## src/rtl/toffreg_pkg.sv

```systemverilog
package toffreg_pkg;

  typedef enum logic [1:0] {
    PH_ON      = 2'd0,
    PH_GAP_OFF = 2'd1,
    PH_RECIRC  = 2'd2,
    PH_GAP_ON  = 2'd3
  } phase_e;

  // control -> datapath strobes
  typedef struct packed {
    logic clrPhase;
    logic clrOff;
  } dpCmd_t;

  // datapath -> control status
  typedef struct packed {
    logic blankOver;
    logic minOnMet;
    logic gapDone;
    logic offDone;
  } dpStat_t;

endpackage

```

## src/rtl/toffreg_satcnt.sv

```systemverilog
module toffreg_satcnt #(
  parameter int CNT_W = 16
) (
  input  logic             clk,
  input  logic             rst_n,
  input  logic             clr,
  output logic [CNT_W:0]   cntPlusOne
);
  localparam logic [CNT_W-1:0] CNT_MAX = '1;

  logic [CNT_W-1:0] cnt;

  always_ff @(posedge clk or negedge rst_n) begin
    if (!rst_n) begin
      cnt <= '0;
    end else if (clr) begin
      cnt <= '0;
    end else if (cnt != CNT_MAX) begin
      cnt <= cnt + 1'b1;
    end
  end

  assign cntPlusOne = {1'b0, cnt} + 1'b1;
endmodule

```

## src/rtl/toffreg_dp.sv

```systemverilog
module toffreg_dp
  import toffreg_pkg::*;
#(
  parameter int CNT_W = 16
) (
  input  logic             clk,
  input  logic             rst_n,
  input  dpCmd_t           cmd,
  input  logic [CNT_W-1:0] blankCycles,
  input  logic [CNT_W-1:0] minOnCycles,
  input  logic [CNT_W-1:0] deadCycles,
  input  logic [CNT_W-1:0] offCycles,
  output dpStat_t          stat
);
  localparam int N_CNT   = 2;
  localparam int IDX_PH  = 0;
  localparam int IDX_OFF = 1;

  logic [N_CNT-1:0] clrVec;
  logic [CNT_W:0]   plusOne [N_CNT];

  assign clrVec[IDX_PH]  = cmd.clrPhase;
  assign clrVec[IDX_OFF] = cmd.clrOff;

  generate
    for (genvar g = 0; g < N_CNT; g++) begin : g_cnt
      toffreg_satcnt #(.CNT_W(CNT_W)) u_cnt (
        .clk        (clk),
        .rst_n      (rst_n),
        .clr        (clrVec[g]),
        .cntPlusOne (plusOne[g])
      );
    end
  endgenerate

  // count >= blank  <=>  count+1 > blank
  assign stat.blankOver = plusOne[IDX_PH]  >  {1'b0, blankCycles};
  assign stat.minOnMet  = plusOne[IDX_PH]  >= {1'b0, minOnCycles};
  assign stat.gapDone   = plusOne[IDX_PH]  >= {1'b0, deadCycles};
  assign stat.offDone   = plusOne[IDX_OFF] >= {1'b0, offCycles};
endmodule

```

## src/rtl/toffreg_ctrl.sv

```systemverilog
module toffreg_ctrl
  import toffreg_pkg::*;
(
  input  logic    clk,
  input  logic    rst_n,
  input  logic    enable,
  input  logic    overCurrent,
  input  dpStat_t stat,
  output dpCmd_t  cmd,
  output phase_e  phase,
  output logic    running
);
  phase_e nextPhase;
  logic   trip;

  assign trip = overCurrent && stat.blankOver && stat.minOnMet;

  always_comb begin
    nextPhase    = phase;
    cmd          = '0;
    if (!enable || !running) begin
      nextPhase    = PH_ON;
      cmd.clrPhase = 1'b1;
      cmd.clrOff   = 1'b1;
    end else begin
      unique case (phase)
        PH_ON: if (trip) begin
          nextPhase    = PH_GAP_OFF;
          cmd.clrPhase = 1'b1;
          cmd.clrOff   = 1'b1;
        end
        PH_GAP_OFF: if (stat.gapDone) begin
          nextPhase    = PH_RECIRC;
          cmd.clrPhase = 1'b1;
        end
        PH_RECIRC: if (stat.offDone) begin
          nextPhase    = PH_GAP_ON;
          cmd.clrPhase = 1'b1;
        end
        PH_GAP_ON: if (stat.gapDone) begin
          nextPhase    = PH_ON;
          cmd.clrPhase = 1'b1;
        end
        default: nextPhase = PH_ON;
      endcase
    end
  end

  always_ff @(posedge clk or negedge rst_n) begin
    if (!rst_n) begin
      phase   <= PH_ON;
      running <= 1'b0;
    end else begin
      phase   <= nextPhase;
      running <= enable;
    end
  end
endmodule

```

## src/rtl/toff_current_reg.sv

```systemverilog
module toff_current_reg
  import toffreg_pkg::*;
#(
  parameter int CNT_W = 16
) (
  input  logic             clk,
  input  logic             rst_n,
  input  logic             enable,
  input  logic             overCurrent,
  input  logic [CNT_W-1:0] blankCycles,
  input  logic [CNT_W-1:0] minOnCycles,
  input  logic [CNT_W-1:0] deadCycles,
  input  logic [CNT_W-1:0] offCycles,
  output logic             lowGate,
  output logic             highGate,
  output logic [1:0]       phaseState,
  output logic             gateConflict
);
  dpCmd_t  cmd;
  dpStat_t stat;
  phase_e  phase;
  logic    running;

  toffreg_ctrl u_ctrl (
    .clk         (clk),
    .rst_n       (rst_n),
    .enable      (enable),
    .overCurrent (overCurrent),
    .stat        (stat),
    .cmd         (cmd),
    .phase       (phase),
    .running     (running)
  );

  toffreg_dp #(.CNT_W(CNT_W)) u_dp (
    .clk         (clk),
    .rst_n       (rst_n),
    .cmd         (cmd),
    .blankCycles (blankCycles),
    .minOnCycles (minOnCycles),
    .deadCycles  (deadCycles),
    .offCycles   (offCycles),
    .stat        (stat)
  );

  assign lowGate      = running && (phase == PH_ON);
  assign highGate     = running && (phase == PH_RECIRC);
  assign phaseState   = phase;
  assign gateConflict = lowGate && highGate;
endmodule

```

## config.mk

```make
export PLATFORM = sky130hd
export DESIGN_NAME = toff_current_reg
export DESIGN_NICKNAME = d
export VERILOG_FILES = /design/src/rtl/toffreg_pkg.sv /design/src/rtl/toffreg_satcnt.sv /design/src/rtl/toffreg_dp.sv /design/src/rtl/toffreg_ctrl.sv /design/src/rtl/toff_current_reg.sv
export SDC_FILE = /design/constraint.sdc
export NUM_CORES = 1
export LEC_CHECK = 0
export CAP_MARGIN = 30
export CORE_ASPECT_RATIO = 0.5
export CORE_MARGIN = 3
export CORE_UTILIZATION = 53
export CTS_BUF_LIST = sky130_fd_sc_hd__clkbuf_16
export CTS_CLUSTER_DIAMETER = 50
export DETAILED_ROUTE_END_ITERATION = 6
export PLACE_DENSITY = 0.9
export SLEW_MARGIN = 0
export SYNTH_ARGS = -nofsm -noshare
export SYNTH_HDL_FRONTEND = slang
export SYNTH_SLANG_ARGS = --single-unit
```

## constraint.sdc

```tcl
create_clock -name clk -period 8 [get_ports clk]
set_clock_uncertainty 0.2 [all_clocks]
set_input_delay 1.6 -clock clk [delete_from_list [all_inputs] [get_ports clk]]
set_output_delay 1.6 -clock clk [all_outputs]
set_load 0.1 [all_outputs]
```

==> results.sh <==
export IMPL_status="finished, final reports clean"
export IMPL_layoutNonFillerInstCount=597
export IMPL_yosysSeqAreaShare_pct=25.12
export IMPL_fin_tns_setup_ns=0
export IMPL_post_cts_resized=0
export IMPL_hold_viol_final=0
export IMPL_drive_gt1_share_pct=3.143
export IMPL_syn_avg_cell_area_um2=8.053
export IMPL_switchingPower_mw=0.1217
export IMPL_maxUsedRoutingLayer="met4"
export IMPL_fin_crit_sh_pct=54.72
export IMPL_drt_pass1_iterations=4
export IMPL_wire_per_inst_um=13.76
export IMPL_gp_routability_congestion=0.8744
export IMPL_worstPathRequired_ns=7.98
export IMPL_dr_total_vias=3230
export IMPL_rrSetupSlack_ns=3.64
export IMPL_path_cells="clkdlybuf4s50_1, inv_1, ha_1, a21oi_1, o21ai_0, a211oi_1, nor2_1, or4b_2, a221oi_2, o21ai_2, nor3_1"
export IMPL_synth_xor_area_share_pct=7.535
export IMPL_dieArea_um2=7648
export IMPL_yosys_area_share_simple_pct=21.78
export IMPL_regToRegStartpoint="u_dp.g_cnt[0].u_cnt.cnt[0]$_DFFE_PN0P_"
export IMPL_worstMarginPinSlew_ns=0.9710
export IMPL_grt_pass1_wl_um=13730
export IMPL_synthAdderAreaFrac_pct=25.48
export IMPL_max_freq_mhz=228.4
export IMPL_cts_hold_buffers_added=0
export IMPL_synth_top_family_by_area="adder cells"
export IMPL_synth_edff_count=0
export IMPL_synth_seq_cells=35
export IMPL_die_h_um=63.36
export IMPL_track_usage_pct=22.01
export IMPL_worst_setup_path_end_kind="flip-flop"
export IMPL_seqPwrFrac_pct=39.3
export IMPL_row_count=20
export IMPL_slew_violations=0
export IMPL_fp_coreArea_um2=6206
export IMPL_nets=647
export IMPL_design_portCount=73
export IMPL_syn_inst=433
export IMPL_post_cts_setup_buffers=0
export IMPL_clk_pin_slew_worst_paths_ns=0.05
export IMPL_synth_nets=572
export IMPL_power_frac_comb_pct=21.9
export IMPL_clockPowerShare_pct=38.8
export IMPL_ff2ff_path_depth=14
export IMPL_min_path_cells=2
export IMPL_critPathBufInv=2
export IMPL_portBuffers=72
export IMPL_cpPeakStageDelay_ns=0.66
export IMPL_hold_end="u_dp.g_cnt[1].u_cnt.cnt[1]$_DFFE_PN0P_"
export IMPL_synthesis_area_um2=3487
export IMPL_clk_latency_ns=0.28
export IMPL_area_growth_pct=26.98
export IMPL_p_per_area_nw_per_um2=104.9
export IMPL_cp_start_kind="input pin"
export IMPL_via_per_inst=5.410
export IMPL_critical_path_peak_fanout=16
export IMPL_muxShareOfSynthArea_pct=0.5741
export IMPL_grt_max_degree=36
export IMPL_diodes=0
export IMPL_place_hpwl_um=6686
export IMPL_initial_core_util_pct=56.19
export IMPL_post_synth_num_cell_types=46
export IMPL_grt_overflow=0
export IMPL_cts_buffers=5
export IMPL_power_share_switching_pct=26.20
export IMPL_drt_iter0_markers=147
export IMPL_rsz0062_at_grt="false"
export IMPL_drtAntennaViolNets=0
export IMPL_dr_wl_met3_um=469
export IMPL_crit_family="simple AND/OR/NAND/NOR gates"
export IMPL_regArea_um2=875.8
export IMPL_crit_arrival_ns=4.36
export IMPL_ir_worst_vdd_v=0.00006555
export IMPL_antenna_found_initial=0
export IMPL_drcViolationCount=0
export IMPL_slowest_stage="or4b_2"
export IMPL_grt_pass1_vias=3132
export IMPL_crit_type="in -> reg"
export IMPL_min_path_type="reg -> reg"
export IMPL_reg2reg_to="u_dp.g_cnt[0].u_cnt.cnt[14]$_DFFE_PN0P_"
export IMPL_cts_tree="built"
export IMPL_whs_ns=0.3965
export IMPL_async_flop_share_pct=100.0
export IMPL_cts_sink_count=35
export IMPL_cap_violations=0
export IMPL_clockRootBuffer="clkbuf_16"
export IMPL_multi_input_area_um2=2315
export IMPL_dr_wl_met2_um=3679
export IMPL_p_int_mw=0.3429
export IMPL_synth_compound_area_share_pct=11.02
export IMPL_htree_levels=2
export IMPL_met1_length_um=3844
export IMPL_synth_flop_cell="dfrtp_1"
export IMPL_fillers=490
export IMPL_fp_dieW_um=120.7
export IMPL_hold_start="u_dp.g_cnt[1].u_cnt.cnt[1]$_DFFE_PN0P_"
export IMPL_clockBufferDepth=2
export IMPL_drt_total_wl_um=8214
export IMPL_place_inst=589
export IMPL_relSlewSlack_pct=35.06
export IMPL_setup_viol=0
export IMPL_fin_crit_ns=4.377
export IMPL_synth_warnings=0
export IMPL_p_leak_nw=2.347
-- cell usage after synthesis, types with 7 or more instances --
| library cell | number | area, µm² |
|---|---|---|
| a21oi_1 | 20 | 100.1 |
| dfrtp_1 | 35 | 875.8 |
| nor2_1 | 76 | 285.3 |
| o21ai_0 | 14 | 70.07 |
| ha_1 | 71 | 888.4 |
| xnor2_1 | 16 | 140.1 |
| xor2_1 | 14 | 122.6 |
| nand4_1 | 13 | 81.33 |
| inv_1 | 70 | 262.8 |
| nand3_1 | 21 | 105.1 |
| nand2_1 | 21 | 78.83 |
| a211oi_1 | 7 | 52.55 |
-- power groups by stage --
stage	clock network, mW	registers [mW]	logic, mW
2_1_floorplan	0	0.190	0.0467
3_3_place_gp	0	0.186	0.0990
3_5_place_dp	0	0.186	0.101
4_1_cts	0.183	0.183	0.102
5_1_grt	0.192	0.183	0.113
6_report	0.180	0.183	0.102
-- cells by family (layout without fill, tap and decap cells) --
group,Yosys count,count (layout)
AND/OR/NAND/NOR,160,160
buffers and inverters,75,151
adder cells (fa/ha/maj),71,71
AO/OA/AOI/OAI,60,60
flip-flops,35,35
XOR/XNOR,30,30
multiplexers,2,2
-- stage by stage --
stage               cell area (µm²)  total power, mW  setup slack, ns  utilization (%)
finish                         4428           0.4646            3.623            71.35
floorplan                      3487           0.2371            4.106                -
global route                   4428           0.4876            3.231            71.35
detailed placement             4292           0.2870            3.385            69.15
global placement               4292           0.2846            3.450            69.15
CTS                            4428           0.4674            3.623            71.35
-- sequential cells by signal, indices dropped and copies added (netlist names) --
| name | cells |
|---|---|
| u_ctrl.phase | 2 |
| u_ctrl.running | 1 |
| u_dp.g_cnt.u_cnt.cnt | 32 |
-- tightest hold or removal path, cell delays in order (launching register included) --
cell	delay, ns
dfrtp_1	0.39
mux2i_1	0.09
nor2_1	0.08
-- cells in the final DEF, fill, tap and decap left out, drive strengths merged, types with 13 or more instances in the layout --
cell / instances
ha: 71
nand2: 21
clkdlybuf4s50: 72
xor2: 14
a21oi: 20
nand3: 22
inv: 71
nor2: 76
dfrtp: 35
o21ai: 15
nand4: 13
xnor2: 16
-- area by class of cell --
cell class	instances	area share, %
multi-input combinational	323	52.27
sequential	35	19.78
timing repair buffer	73	16.45
inverter	70	5.934
clock buffer	5	2.826
tap	88	2.487
clock inverter	3	0.2543
-- routing by layer --
| layer | vias to the layer above | GRT usage, % |
|---|---|---|
| met5 | - | 0 |
| met4 | 0 | 7.345 |
| met3 | 25 | 4.036 |
| met2 | 123 | 35.86 |
| met1 | 1468 | 29.64 |
| li1 | 1614 | - |
-- worst max-delay path by stage --
| stage | start | endpoint | slack, ns | depth (start not counted) |
|---|---|---|---|---|
| 6_report | deadCycles[2] | u_dp.g_cnt[0].u_cnt.cnt[14]$_DFFE_PN0P_ | 3.62 | 11 |
| 5_1_grt | u_dp.g_cnt[0].u_cnt.cnt[0]$_DFFE_PN0P_ | u_dp.g_cnt[0].u_cnt.cnt[1]$_DFFE_PN0P_ | 3.23 | 14 |
| 4_1_cts | deadCycles[10] | u_dp.g_cnt[0].u_cnt.cnt[14]$_DFFE_PN0P_ | 3.62 | 11 |
| 3_5_place_dp | deadCycles[10] | u_dp.g_cnt[0].u_cnt.cnt[14]$_DFFE_PN0P_ | 3.39 | 11 |
| 3_3_place_gp | deadCycles[2] | u_dp.g_cnt[0].u_cnt.cnt[1]$_DFFE_PN0P_ | 3.45 | 11 |
| 2_1_floorplan | deadCycles[2] | u_dp.g_cnt[0].u_cnt.cnt[13]$_DFFE_PN0P_ | 4.11 | 11 |
No activity file was read; power rests on OpenSTA's default activity.
